--- src/rtl/wdt_pkg.sv ---
// Package: register offsets, control field positions and service words
// shared by the watchdog block and its submodules.
package wdt_pkg;
    localparam int OFS_CTRL  = 4;
    localparam int OFS_COUNT = 8;
    localparam int OFS_SVC   = 14;

    localparam int B_PSC = 0;
    localparam int B_ACT = 1;
    localparam int B_EN  = 2;
    localparam int B_FRZ = 3;
    localparam int B_BME = 7;
    localparam int LIM_LO = 8;
    localparam int TMO_LO = 16;

    localparam logic [31:0] CTRL_MASK = 32'hFFFF_FF8F;
    localparam logic [15:0] SVC_KEY_A = 16'h556C;
    localparam logic [15:0] SVC_KEY_B = 16'hAA39;
endpackage

--- src/rtl/wdt_tick_gen.sv ---
// Tick generator: emits one count-enable per clock, or one per PRESCALE
// clocks when prescaling is on. Assumes restart has priority over run.
module wdt_tick_gen #(
    parameter int PRESCALE = 2048
) (
    input  logic clk,
    input  logic rst_n,
    input  logic run,
    input  logic restart,
    input  logic psc_en,
    output logic tick
);
    generate
        if (PRESCALE > 1) begin : g_div
            localparam int DW = $clog2(PRESCALE);
            localparam logic [DW-1:0] DMAX = DW'(PRESCALE - 1);
            logic [DW-1:0] div;

            // Advance the divider while the timer runs in prescaled mode.
            always_ff @(posedge clk) begin
                if (!rst_n || restart) div <= '0;
                else if (run && psc_en) div <= (div == DMAX) ? '0 : div + 1'b1;
            end

            assign tick = run && (!psc_en || div == DMAX);
        end else begin : g_nodiv
            assign tick = run;
        end
    endgenerate
endmodule

--- src/rtl/wdt_svc_seq.sv ---
// Service sequencer: detects the first key followed by the second key on
// consecutive service writes. Any other value drops the armed state.
module wdt_svc_seq
    import wdt_pkg::*;
(
    input  logic        clk,
    input  logic        rst_n,
    input  logic        svc_wr,
    input  logic [15:0] svc_data,
    output logic        svc_ok
);
    logic armed;

    // Track whether the first key was the last service word written.
    always_ff @(posedge clk) begin
        if (!rst_n) armed <= 1'b0;
        else if (svc_wr) armed <= (svc_data == SVC_KEY_A);
    end

    assign svc_ok = svc_wr && armed && (svc_data == SVC_KEY_B);


    unarmed_no_ok_chk: assert property (@(posedge clk) disable iff (!rst_n)
        svc_ok |-> $past(svc_wr) && $past(svc_data) == SVC_KEY_A);
endmodule

--- src/rtl/wdt_bus_mon.sv ---
// Bus monitor: counts clocks from a transfer start until acknowledge and
// pulses bus_err when the programmed limit (in BM_UNIT clocks) is reached.
// Assumes start and ack are single-cycle strobes; start wins over ack.
module wdt_bus_mon #(
    parameter int LIM_W   = 8,
    parameter int BM_UNIT = 8
) (
    input  logic             clk,
    input  logic             rst_n,
    input  logic             mon_en,
    input  logic [LIM_W-1:0] limit,
    input  logic             xfer_start,
    input  logic             xfer_ack,
    output logic             bus_err
);
    localparam int CW = LIM_W + $clog2(BM_UNIT) + 1;
    logic [CW-1:0] elapsed;
    logic [CW-1:0] lim_clks;
    logic          busy;
    logic          hit;

    assign lim_clks = CW'(limit) * CW'(BM_UNIT);
    assign hit = busy && (limit != '0) && (elapsed == lim_clks - 1'b1) && !xfer_ack;

    // Track one outstanding transfer and count its age.
    always_ff @(posedge clk) begin
        if (!rst_n || !mon_en) begin
            busy <= 1'b0;
            elapsed <= '0;
        end else if (xfer_start) begin
            busy <= 1'b1;
            elapsed <= '0;
        end else if (xfer_ack || hit) begin
            busy <= 1'b0;
        end else if (busy) begin
            elapsed <= elapsed + 1'b1;
        end
    end

    // Register the timeout flag for one cycle.
    always_ff @(posedge clk) begin
        if (!rst_n) bus_err <= 1'b0;
        else bus_err <= hit && !xfer_start;
    end


    bus_err_pulse_chk: assert property (@(posedge clk) disable iff (!rst_n)
        bus_err |=> !bus_err);

    bus_err_needs_en_chk: assert property (@(posedge clk) disable iff (!rst_n)
        bus_err |-> $past(mon_en) && $past(limit) != '0);
endmodule

--- src/rtl/sys_watchdog.sv ---
// System watchdog top: control/count/service registers, timeout counter,
// expiry action and the bus monitor. Assumes one-cycle register write
// strobes; reads are combinational from reg_addr.
module sys_watchdog
    import wdt_pkg::*;
#(
    parameter int ADDR_W   = 4,
    parameter int PRESCALE = 2048,
    parameter int BM_UNIT  = 8
) (
    input  logic              clk,
    input  logic              rst_n,
    input  logic              reg_wr,
    input  logic [ADDR_W-1:0] reg_addr,
    input  logic [31:0]       reg_wdata,
    output logic [31:0]       reg_rdata,
    input  logic              dbg_freeze,
    input  logic              bus_start,
    input  logic              bus_ack,
    output logic              rst_req,
    output logic              irq,
    output logic              bus_err
);
    localparam int TW = 16;
    localparam int LW = 8;

    logic [31:0]   ctrl;
    logic [TW-1:0] cnt;
    logic          ctrl_wr, svc_wr, svc_ok;
    logic          load, tick, run, expire;
    logic [TW-1:0] tmo_field;

    assign ctrl_wr   = reg_wr && reg_addr == ADDR_W'(OFS_CTRL);
    assign svc_wr    = reg_wr && reg_addr == ADDR_W'(OFS_SVC);
    assign tmo_field = ctrl[TMO_LO +: TW];
    assign load      = ctrl_wr || svc_ok;
    assign run       = ctrl[B_EN] && !(ctrl[B_FRZ] && dbg_freeze);
    assign expire    = !load && tick && (cnt <= 16'd1);

    // Hold the control register.
    always_ff @(posedge clk) begin
        if (!rst_n) ctrl <= '0;
        else if (ctrl_wr) ctrl <= reg_wdata & CTRL_MASK;
    end

    // Load, step down and reload the timeout counter.
    always_ff @(posedge clk) begin
        if (!rst_n) cnt <= '0;
        else if (ctrl_wr) cnt <= reg_wdata[TMO_LO +: TW];
        else if (svc_ok) cnt <= tmo_field;
        else if (expire) cnt <= tmo_field;
        else if (tick) cnt <= cnt - 1'b1;
    end

    // Drive the expiry action outputs.
    always_ff @(posedge clk) begin
        if (!rst_n) begin
            rst_req <= 1'b0;
            irq     <= 1'b0;
        end else begin
            rst_req <= expire && ctrl[B_ACT];
            if (svc_ok) irq <= 1'b0;
            else if (expire && !ctrl[B_ACT]) irq <= 1'b1;
        end
    end

    // Read multiplexer.
    always_comb begin
        if (reg_addr == ADDR_W'(OFS_CTRL)) reg_rdata = ctrl;
        else if (reg_addr == ADDR_W'(OFS_COUNT)) reg_rdata = {16'h0, cnt};
        else reg_rdata = '0;
    end

    wdt_tick_gen #(.PRESCALE(PRESCALE)) u_tick (
        .clk(clk), .rst_n(rst_n), .run(run), .restart(load),
        .psc_en(ctrl[B_PSC]), .tick(tick)
    );

    wdt_svc_seq u_svc (
        .clk(clk), .rst_n(rst_n), .svc_wr(svc_wr),
        .svc_data(reg_wdata[15:0]), .svc_ok(svc_ok)
    );

    wdt_bus_mon #(.LIM_W(LW), .BM_UNIT(BM_UNIT)) u_bmon (
        .clk(clk), .rst_n(rst_n), .mon_en(ctrl[B_BME]),
        .limit(ctrl[LIM_LO +: LW]), .xfer_start(bus_start),
        .xfer_ack(bus_ack), .bus_err(bus_err)
    );


    idle_hold_chk: assert property (@(posedge clk) disable iff (!rst_n)
        (!ctrl[B_EN] && !load) |=> $stable(cnt));

    freeze_hold_chk: assert property (@(posedge clk) disable iff (!rst_n)
        (ctrl[B_EN] && ctrl[B_FRZ] && dbg_freeze && !load) |=> $stable(cnt));

    rst_pulse_chk: assert property (@(posedge clk) disable iff (!rst_n)
        rst_req |=> !rst_req);

    irq_sticky_chk: assert property (@(posedge clk) disable iff (!rst_n)
        (irq && !svc_ok) |=> irq);

    svc_reload_chk: assert property (@(posedge clk) disable iff (!rst_n)
        (svc_ok && !ctrl_wr) |=> cnt == $past(tmo_field));
endmodule

--- config.mk ---
export PLATFORM = sky130hd
export DESIGN_NAME = sys_watchdog
export DESIGN_NICKNAME = d
export VERILOG_FILES = /design/src/rtl/wdt_pkg.sv /design/src/rtl/wdt_tick_gen.sv /design/src/rtl/wdt_svc_seq.sv /design/src/rtl/wdt_bus_mon.sv /design/src/rtl/sys_watchdog.sv
export SDC_FILE = /design/constraint.sdc
export NUM_CORES = 1
export LEC_CHECK = 0
export ABC_CLOCK_PERIOD_IN_PS = 5540
export BUFFER_PORTS_ARGS = -buffer_cell sky130_fd_sc_hd__buf_4
export CAP_MARGIN = 5
export CORE_ASPECT_RATIO = 1.4
export CORE_MARGIN = 1.5
export CORE_UTILIZATION = 27
export CTS_BUF_LIST = sky130_fd_sc_hd__clkbuf_2
export CTS_CLUSTER_SIZE = 20
export DETAILED_ROUTE_END_ITERATION = 8
export PLACE_DENSITY = 0.48
export SYNTH_ARGS = -nofsm -noshare
export SYNTH_HDL_FRONTEND = slang
export SYNTH_SLANG_ARGS = --single-unit
--- constraint.sdc ---
create_clock -name clk -period 5.54 [get_ports clk]
set_input_delay 1.108 -clock clk [delete_from_list [all_inputs] [get_ports clk]]
set_output_delay 1.108 -clock clk [all_outputs]
set_load 0.005 [all_outputs]
==> results.cfg <==
[yosys]
yosys_register_bits = 73
syn_nets = 565
avgSynthCellArea_um2 = 8.09
postSynth.asyncResetShare_pct = 0
synth_ff_type = dfxtp_1
synth_cells = 518
netlist_area_um2 = 4190
yosysTopAreaCell = dfxtp_1
synth_top_area_share_pct = 34.9
synth.distinct_cells = 69
yosys_warnings = 0
synth_edf_count = 0
synth_seq_area_share_pct = 34.9
synthTopCellsByArea = dfxtp_1 35%, nand2_1 8.2%, a21oi_1 6.2%

[worst_setup_path]
crit_chain = buf_4, nor4b_2, buf_4, a22o_1, buf_4
timing.critical_path.buf_inv = 3
critical-path-top-delay-family = buffers and inverters
cpPeakStageDelay_ns = 0.35
crit_type = in2out
worst_path_most_repeated_cell = buf_4
crit_arrival_ns = 2.23
crit_fanout = 31
worstPathRequired_ns = 4.43
crit_slowest_cell = buf_4
critPathLaunchType = input pin
end_kind = primary output

[placed_design]
dp_cells = 763
io_buffers = 76
dp_slack_ns = 1.73
routabilityCongestion = 0.871
postPlaceCellArea_um2 = 4900
dpl.hpwl_mm = 9.53

[pwr]
ir_drop_v = 0.000115
power.density_nw_per_um2 = 214
p_leak_nw = 1.91
p_int_mw = 0.793
p_sw_share_pct = 26.7
power_frac_comb_pct = 13.3
clockPowerShare_pct = 36.4
seq_power_share_pct = 50.3
p_switching_mw = 0.289

[timing]
relSlewSlack_pct = 30.4
finalCriticalPeriod_ns = 3.33
slew_violations = 0
worst_pin_slew_ns = 1.04
post-route-period-util_pct = 60.2
setup_viol = 0
fin_ws_ns = 2.21
skew_ns = 0.0283
fmax_mhz = 300
timing.hold.ws_ns = 0.477
hold_viol_final = 0
tns_ns = 0
rsz0062_at_grt = false

[cts]
cts_inserted_buffers = 9
cts_setup_buffers = 0
cts_root_buf = clkbuf_2
clk_pin_slew_ns = 0.20
clk_latency_ns = 0.54
hold_buffers = 0
cts_tree = done
ctsResizeCount = 0
clockBufferDepth = 2
h-tree-depth = 3
cts_num_sinks = 73

[die]
start_util_pct = 27.7
die_h_um = 150
rows = 53
die_w_um = 108
die-area_um2 = 16300
ios = 77
core_area_um2 = 15100

[outcome]
status = complete, no violations

[final_layout]
drive_gt1_share_pct = 21.8
most-common-layout-cells = 91 x nand2_1, 81 x buf_4, 73 x dfxtp_1
n_fill_cell = 1665
final_common_cell = nand2_1
fin_area_um2 = 5060
fin_nets = 629
syn2layout_area_growth_pct = 20.9
final_cell_count_no_fill = 780

[global_routing]
grt_max_degree = 39
grt_pass1_wl_mm = 20.3
overflow = 0
gr-usage-all-layers_pct = 16.3
antenna_found_initial = 1
grt_pass1_vias = 3989

[routing]
wirelength_mm = 13.0
route.vias.total = 3987
drt-initial-drc-count = 165
detail_route.vias_per_cell = 5.11
antenna_left = 0
dr.pass1.iters = 4
drt-wirelength-per-cell_um = 16.6
drc_errors = 0

[hold_path]
hp-class = reg2reg

[run]
maxCapViolCount = 0
## metrics by stage
| step | power (mW) | utilization, % |
|---|---|---|
| after detailed placement | 0.698 | 32.4 |
| after global routing | 1.14 | 33.5 |
| final | 1.08 | 33.5 |
| after CTS | 1.10 | 33.5 |
| after floorplan | 0.645 | - |
| after global placement | 0.696 | 32.4 |
## Yosys cell counts (4+ instances only)
master,number
a211oi_1,5
or4_1,6
nand4b_1,4
ha_1,5
clkbuf_1,16
o211ai_1,7
dfxtp_1,73
nand3_1,9
nor3_1,8
or3_2,5
o31ai_1,10
o21ai_1,8
nand2b_1,4
inv_1,8
mux2i_1,6
a21oi_2,5
a21oi_1,52
nor2_1,27
nand4_1,9
nand2_1,91
xor2_1,10
nor4_1,7
o21ai_0,9
or3_1,7
xnor2_1,15
buf_2,7
and2_1,24
a22o_1,12
o211a_1,4
a31oi_1,4
## power groups by stage
stage | sequential (mW) | clock, mW | combinational (mW)
after floorplan | 0.549 | 0 | 0.0955
after global placement | 0.554 | 0 | 0.142
after detailed placement | 0.554 | 0 | 0.143
after CTS | 0.544 | 0.410 | 0.144
after global routing | 0.546 | 0.435 | 0.158
final | 0.544 | 0.394 | 0.144
## layout make-up
type / instances / area [um^2] / share of cell area [%]
Antenna cell: 1 / 2.50 / 0.0494
Multi-Input combinational cell: 409 / 2560 / 50.7
Clock inverter: 6 / 106 / 2.10
Inverter: 8 / 30.0 / 0.593
Tap cell: 192 / 240 / 4.74
Clock buffer: 10 / 50.0 / 0.988
Timing Repair Buffer: 81 / 608 / 12.0
Sequential cell: 73 / 1460 / 28.9
## tightest hold or removal path, cell delays in order, from the launching register on
cell     delay [ns]
dfxtp_1        0.36
nand2_1        0.05
a21oi_1        0.05
## worst paths after layout
| path | start | to | slack, ns | cells past startpoint |
|---|---|---|---|---|
| min | u_svc.armed | u_svc.armed | 0.48 | 2 |
| min reg2reg | u_svc.armed | u_svc.armed | 0.48 | 2 |
| max reg2reg | u_tick.g_div.div[6] | cnt[0] | 2.64 | 6 |
| max | reg_addr[1] | reg_rdata[11] | 2.21 | 5 |
## sequential cells by signal (all words and copies together) (netlist names)
register,cells
u_bmon.elapsed,12
rst_req,1
u_bmon.busy,1
cnt,16
irq,1
u_svc.armed,1
u_bmon.bus_err,1
u_tick.g_div.div,11
ctrl,29
## metal layers
metal	vias to the layer above	GRT usage, %	share of wire [%]
met5	-	0	0
met4	0	6.58	2.0
met3	17	3.33	4.1
met2	95	28.8	52
met1	1879	19.2	42
li1	1996	-	-
## cell families after synthesis
logic type / Yosys count / synth area share, %
simple gates: 233 / 29.2
compound gates: 137 / 22.5
flops: 73 / 34.9
buf+inv: 36 / 4.18
xor+xnor: 26 / 5.76
mux: 8 / 1.97
fa+ha+maj: 5 / 1.49
No activity file was read; power rests on OpenSTA's default activity.
